==> src/rtl/pcseq_pkg.sv <==
package pcseq_pkg;
  typedef enum logic [2:0] {
    OP_STEP  = 3'd0,
    OP_JUMP  = 3'd1,
    OP_CALL  = 3'd2,
    OP_RET   = 3'd3,
    OP_IRQ   = 3'd4,
    OP_LOADW = 3'd5,
    OP_ADDW  = 3'd6,
    OP_SPARE = 3'd7
  } pc_op_e;
endpackage

==> src/rtl/pcseq_ret_stack.sv <==
module pcseq_ret_stack #(
  parameter int W     = 10,
  parameter int DEPTH = 5
) (
  input  logic         clk_i,
  input  logic         rst_ni,
  input  logic         push_i,
  input  logic         pop_i,
  input  logic [W-1:0] push_data_i,
  output logic [W-1:0] top_o
);
  localparam int PTR_W = (DEPTH > 1) ? $clog2(DEPTH) : 1;
  localparam logic [PTR_W-1:0] LAST = PTR_W'(DEPTH - 1);

  logic [PTR_W-1:0] ptr_q, ptr_inc, ptr_dec;
  logic [W-1:0]     mem [DEPTH];

  assign ptr_inc = (ptr_q == LAST) ? '0 : ptr_q + 1'b1;
  assign ptr_dec = (ptr_q == '0) ? LAST : ptr_q - 1'b1;

  always_ff @(posedge clk_i or negedge rst_ni) begin
    if (!rst_ni)     ptr_q <= '0;
    else if (push_i) ptr_q <= ptr_inc;
    else if (pop_i)  ptr_q <= ptr_dec;
  end

  for (genvar i = 0; i < DEPTH; i++) begin : g_entry
    logic [W-1:0] entry_q;
    always_ff @(posedge clk_i or negedge rst_ni) begin
      if (!rst_ni)                                entry_q <= '0;
      else if (push_i && ptr_q == PTR_W'(i))      entry_q <= push_data_i;
    end
    assign mem[i] = entry_q;
  end

  // wrapped read: empty pop yields whatever the pointer selects
  assign top_o = mem[ptr_dec];
endmodule

==> src/rtl/pcseq_next_addr.sv <==
module pcseq_next_addr
  import pcseq_pkg::*;
#(
  parameter int PC_W    = 10,
  parameter int DATA_W  = 8,
  parameter logic [PC_W-1:0] IRQ_VEC = 10'h008
) (
  input  logic [PC_W-1:0]   pc_i,
  input  pc_op_e            op_i,
  input  logic              hold_i,
  input  logic [PC_W-1:0]   target_i,
  input  logic [DATA_W-1:0] data_i,
  input  logic [PC_W-1:0]   top_i,
  output logic [PC_W-1:0]   pc_next_o,
  output logic              push_o,
  output logic              pop_o,
  output logic [PC_W-1:0]   push_data_o,
  output logic              redirect_o
);
  logic [PC_W-1:0]   pc_inc;
  logic [DATA_W-1:0] low_sum;

  assign pc_inc      = pc_i + 1'b1;
  assign low_sum     = pc_i[DATA_W-1:0] + data_i;
  assign push_data_o = pc_inc;

  always_comb begin
    pc_next_o  = pc_inc;
    push_o     = 1'b0;
    pop_o      = 1'b0;
    redirect_o = 1'b1;
    if (hold_i) begin
      pc_next_o  = pc_i;
      redirect_o = 1'b0;
    end else begin
      unique case (op_i)
        OP_JUMP:  pc_next_o = target_i;
        OP_CALL: begin
          pc_next_o = target_i;
          push_o    = 1'b1;
        end
        OP_RET: begin
          pc_next_o = top_i;
          pop_o     = 1'b1;
        end
        OP_IRQ: begin
          pc_next_o = IRQ_VEC;
          push_o    = 1'b1;
        end
        // register-style writes clear the upper PC bits
        OP_LOADW: pc_next_o = PC_W'(data_i);
        OP_ADDW:  pc_next_o = PC_W'(low_sum);
        default:  redirect_o = 1'b0;
      endcase
    end
  end
endmodule

==> src/rtl/pcseq_stall_ctrl.sv <==
module pcseq_stall_ctrl (
  input  logic clk_i,
  input  logic rst_ni,
  input  logic redirect_i,
  output logic stall_o
);
  logic stall_q;

  always_ff @(posedge clk_i or negedge rst_ni) begin
    if (!rst_ni) stall_q <= 1'b0;
    else         stall_q <= redirect_i;
  end

  assign stall_o = stall_q;
endmodule

==> src/rtl/pc_sequencer.sv <==
module pc_sequencer
  import pcseq_pkg::*;
#(
  parameter int PC_W        = 10,
  parameter int DATA_W      = 8,
  parameter int STACK_DEPTH = 5,
  parameter logic [PC_W-1:0] RESET_VEC = 10'h000,
  parameter logic [PC_W-1:0] IRQ_VEC   = 10'h008
) (
  input  logic              clk_i,
  input  logic              rst_ni,
  input  logic [2:0]        op_i,
  input  logic [PC_W-1:0]   target_i,
  input  logic [DATA_W-1:0] data_i,
  output logic [PC_W-1:0]   pc_o,
  output logic              stall_o
);
  logic [PC_W-1:0] pc_q, pc_next, push_data, top;
  logic            push, pop, redirect, hold;

  pcseq_next_addr #(
    .PC_W(PC_W), .DATA_W(DATA_W), .IRQ_VEC(IRQ_VEC)
  ) i_next_addr (
    .pc_i       (pc_q),
    .op_i       (pc_op_e'(op_i)),
    .hold_i     (hold),
    .target_i   (target_i),
    .data_i     (data_i),
    .top_i      (top),
    .pc_next_o  (pc_next),
    .push_o     (push),
    .pop_o      (pop),
    .push_data_o(push_data),
    .redirect_o (redirect)
  );

  pcseq_ret_stack #(.W(PC_W), .DEPTH(STACK_DEPTH)) i_stack (
    .clk_i      (clk_i),
    .rst_ni     (rst_ni),
    .push_i     (push),
    .pop_i      (pop),
    .push_data_i(push_data),
    .top_o      (top)
  );

  pcseq_stall_ctrl i_stall (
    .clk_i     (clk_i),
    .rst_ni    (rst_ni),
    .redirect_i(redirect),
    .stall_o   (hold)
  );

  always_ff @(posedge clk_i or negedge rst_ni) begin
    if (!rst_ni) pc_q <= RESET_VEC;
    else         pc_q <= pc_next;
  end

  assign pc_o    = pc_q;
  assign stall_o = hold;
endmodule

==> config.mk <==
export PLATFORM = sky130hd
export DESIGN_NAME = pc_sequencer
export DESIGN_NICKNAME = d
export VERILOG_FILES = /design/src/rtl/pcseq_pkg.sv /design/src/rtl/pcseq_ret_stack.sv /design/src/rtl/pcseq_next_addr.sv /design/src/rtl/pcseq_stall_ctrl.sv /design/src/rtl/pc_sequencer.sv
export SDC_FILE = /design/constraint.sdc
export NUM_CORES = 1
export LEC_CHECK = 0
export BUFFER_PORTS_ARGS = -buffer_cell sky130_fd_sc_hd__buf_4
export CAP_MARGIN = 30
export CORE_UTILIZATION = 50
export CTS_BUF_LIST = sky130_fd_sc_hd__clkbuf_4 sky130_fd_sc_hd__clkbuf_8
export CTS_CLUSTER_DIAMETER = 200
export CTS_CLUSTER_SIZE = 24
export DETAILED_ROUTE_END_ITERATION = 7
export PLACE_DENSITY = 0.73
export SLEW_MARGIN = 20
export SYNTH_ARGS = -nofsm -noshare
export SYNTH_HDL_FRONTEND = slang
export SYNTH_SLANG_ARGS = --single-unit
==> constraint.sdc <==
create_clock -name clk_i -period 4.11 [get_ports clk_i]
set_clock_uncertainty 0.05 [all_clocks]
set_input_delay 0.822 -clock clk_i [delete_from_list [all_inputs] [get_ports clk_i]]
set_output_delay 0.822 -clock clk_i [all_outputs]
set_load 0.05 [all_outputs]
==> Implementation_results.wiki <==
{| class="wikitable"
! Metric !! Value
|-
| Synth Warn # || 0
|-
| Number of flip-flops and latches in the synthesized netlist || 64
|-
| Via Count || 3436
|-
| Cell types occupying the most area after synthesis || sky130_fd_sc_hd__dfrtp_1, sky130_fd_sc_hd__a21oi_1, sky130_fd_sc_hd__o21ai_0, sky130_fd_sc_hd__nand2_1, sky130_fd_sc_hd__mux2i_1
|-
| Met2 layer usage reported by global route || 38.45%
|-
| Largest area contributor in the synthesized netlist || sky130_fd_sc_hd__dfrtp_1
|-
| M3 GR Usage || 4.774%
|-
| Leakage power || 1.947 nW
|-
| Fillers || 681
|-
| Number of vias per cell after detailed routing || 5.976
|-
| Antenna-violating nets left || 0
|-
| Hold WS || 0.4334 ns
|-
| Clk Tree Root Cell || sky130_fd_sc_hd__clkbuf_8
|-
| First-pass GRT wire length || 16080 um
|-
| Number of distinct library cells after synthesis || 52
|-
| Detailed router's first-iteration violation count || 304
|-
| Area share of the largest cell type after synthesis || 40.15%
|-
| Leading register cell type out of synthesis || sky130_fd_sc_hd__dfrtp_1
|-
| Start point of the worst hold path || i_stack.g_entry[3].entry_q[2]
|-
| Via count of the first global-routing pass || 3098
|-
| Total power per unit cell area || 720.8 nW/um^2
|-
| # Post-CTS Setup Buffers || 0
|-
| Core Area || 7727 um^2
|-
| Xor/xnor share of the synthesized area || 3.294%
|-
| Adder-cell area share of the yosys netlist || 6.148%
|-
| Total standard cell area after synthesis || 3989 um^2
|-
| Setup repair after global routing missed its margin || no
|-
| Drt first pass iters || 5
|-
| Final layout net count || 506
|-
| Signal arrival time at the worst endpoint || 2.98 ns
|-
| CTS tree || done
|-
| Top cells by instance count after synthesis || sky130_fd_sc_hd__dfrtp_1, sky130_fd_sc_hd__nand2_1, sky130_fd_sc_hd__a21oi_1, sky130_fd_sc_hd__o21ai_0, sky130_fd_sc_hd__nor2_1
|-
| IR drop worst, VDD || 0.0003493 V
|-
| Worst hold path class || flip-flop to flip-flop
|-
| Number of enable-type register cells in the synthesized netlist || 0
|-
| Total congestion overflow || 0
|-
| Number of port buffers || 33
|-
| Main combinational cell family by area after synthesis || compound AO/OA/AOI/OAI gates
|-
| Share of post-route cells with drive strength above 1 || 15.22%
|-
| CTS H-tree lvls || 3
|-
| Type of the worst setup path || flip-flop to flip-flop
|-
| Final setup violation count || 0
|-
| DRC Markers || 0
|-
| Critical path endpoint category || flip-flop
|-
| Post-detail-place hpwl || 6974 um
|-
| Pins Over Slew Limit || 0
|-
| Gates resized, CTS repair || 0
|-
| Maximum clock frequency || 357.6 MHz
|-
| Critical Path Source Type || flip-flop
|-
| Most used routing layer in global routing || met2
|-
| Fraction of synthesized area in multiplexers || 7.340%
|-
| Top-Level Pins || 34
|-
| Hold path depth || 2
|-
| Last weighted congestion value of the routability-driven placer || 0.8347
|-
| # clock sinks || 64
|-
| Worst max-slew margin expressed relative to the limit || 42.02%
|-
| Number of buffers inserted during clock tree synthesis || 9
|-
| Die boundary width || 91.32 um
|-
| Hold-fix buffer count after cts || 0
|-
| Aggregate global-route resource usage || 24.94%
|-
| Syn Nets || 488
|-
| Effective utilization at floorplan || 51.62%
|-
| Synthesized netlist cell count || 450
|-
| Maximum clock insertion buffer count || 2
|-
| Run status || finished, final reports clean
|-
| ANT cells || 0
|-
| Part of the Yosys area used for sequential elements || 40.15%
|-
| Met1 Track Usage GR || 35.98%
|-
| Final number of hold-violating endpoints || 0
|-
| Detailed Route WL || 9806 um
|-
| Overall die height || 91.32 um
|-
| Area of combinational cells with multiple inputs || 2176 um^2
|-
| Number of cell instances on the worst register-to-register path || 8
|-
| Max-capacitance violation count || 0
|-
| Clock period minus final worst setup slack || 2.796 ns
|-
| Post-Syn Area per Cell || 8.864 um^2
|-
| Share of synthesized cell area in and, or, nand and nor gates || 15.84%
|-
| Largest net degree at the start of global routing || 65
|-
| Setup TNS || 0 ns
|-
| Reg clk slew, reported paths || 0.07 ns
|-
| Final Cycle Share || 68.04%
|-
| Fraction of synthesis flops using an asynchronous set or reset pin || 100.0%
|-
| WL/cell || 17.05 um
|-
| Source-to-sink clock delay at the later pin of the worst-skew pair || 0.35 ns
|-
| Compound-gate portion of the synthesized area || 21.93%
|-
| Worst path required time || 4.30 ns
|-
| Register area || 1602 um^2
|-
| CP startpoint || i_stack.ptr_q[1]
|-
| Most common cell in the synthesized netlist || sky130_fd_sc_hd__dfrtp_1
|-
| Highest net fanout along the worst path || 15
|-
| Antenna violations before repair || 0
|-
| R2r startpoint || i_stack.ptr_q[1]
|-
| Worst Max-Slew Pin Slew || 0.8698 ns
|-
| Number of core rows || 32
|-
| Die Outline Area || 8338 um^2
|-
| Area growth, synth to finish || 11.17%
|}
## registers in the layout, summed over array words and instances (netlist names)
signal	flops
i_stack.g_entry.entry_q	50
i_stack.ptr_q	3
i_stall.stall_o	1
pc_o	10
## final timing paths
check,slack (ns),to
min in group asynchronous,0.51,i_stack.g_entry[3].entry_q[5]
worst max register to register,1.31,pc_o[6]
max in group asynchronous,2.96,i_stack.g_entry[0].entry_q[9]
worst min register to register,0.43,i_stack.g_entry[3].entry_q[2]
worst max-delay path,1.31,pc_o[6]
worst min-delay path,0.43,i_stack.g_entry[3].entry_q[2]
## placed cells by master, fill, tap and decap left out, types with 6 or more instances in the layout
cell type / netlist / final
sky130_fd_sc_hd__o221ai_1: 6 / 6
sky130_fd_sc_hd__mux2i_1: 18 / 18
sky130_fd_sc_hd__ha_1: 14 / 14
sky130_fd_sc_hd__a211oi_1: 6 / 6
sky130_fd_sc_hd__a221oi_1: 10 / 10
sky130_fd_sc_hd__nand2_1: 58 / 58
sky130_fd_sc_hd__a21oi_1: 46 / 46
sky130_fd_sc_hd__o22ai_1: 8 / 8
sky130_fd_sc_hd__inv_1: 16 / 16
sky130_fd_sc_hd__xnor2_1: 12 / 12
sky130_fd_sc_hd__o21ai_0: 46 / 46
sky130_fd_sc_hd__buf_4: 7 / 35
sky130_fd_sc_hd__clkbuf_8: 0 / 11
sky130_fd_sc_hd__nor2_1: 37 / 37
sky130_fd_sc_hd__mux2_2: 10 / 10
sky130_fd_sc_hd__dfrtp_1: 64 / 64
## per-layer routing
metal	up-vias	part of all wire, %
li1	1645	-
met1	1658	46
met2	114	47
met3	19	5.6
met4	0	1.5
met5	-	0
## worst max-delay path, cell delays in order, from the launching register on
cell	delay [ns]
sky130_fd_sc_hd__dfrtp_1	0.42
sky130_fd_sc_hd__inv_1	0.12
sky130_fd_sc_hd__ha_1	0.47
sky130_fd_sc_hd__mux2i_1	0.24
sky130_fd_sc_hd__buf_4	0.21
sky130_fd_sc_hd__o221ai_1	0.18
sky130_fd_sc_hd__a221oi_1	0.57
sky130_fd_sc_hd__a2111oi_0	0.14
sky130_fd_sc_hd__a222oi_1	0.28
## power by group
| group | internal [mW] | switching [mW] |
|---|---|---|
| combinational | 0.592 | 0.908 |
| clock | 0.311 | 0.248 |
| sequential | 0.897 | 0.240 |
| total | 1.80 | 1.40 |
## through the flow
stage | cells | power (mW) | util (%) | setup slack, ns | instance area, um^2
global placement | 559 | 2.588 | 54.71 | 1.465 | 4228
floorplan | 450 | 2.241 | - | 1.702 | 3989
CTS | 575 | 3.199 | 57.38 | 1.428 | 4434
global route | 575 | 3.424 | 57.38 | 1.171 | 4434
finish | 575 | 3.196 | 57.38 | 1.314 | 4434
detailed placement | 559 | 2.630 | 54.71 | 1.434 | 4228
## final cells by class
type	instances	share of cell area [%]
clock buffers	11	3.414
inverters	16	1.354
clock inverters	5	1.242
well taps	102	2.878
flip-flops and latches	64	36.12
multi-input cells	342	49.07
repair buffers	35	5.926
## logic make-up after synthesis
| group | Yosys count |
|---|---|
| AOI/OAI and AO/OA | 144 |
| xor gates and xnor gates | 15 |
| adders and majority gates | 20 |
| buffers and inverters | 44 |
| DFF | 64 |
| muxes | 28 |
| and+or+nand+nor | 135 |
(Power assumes the default switching activity.)
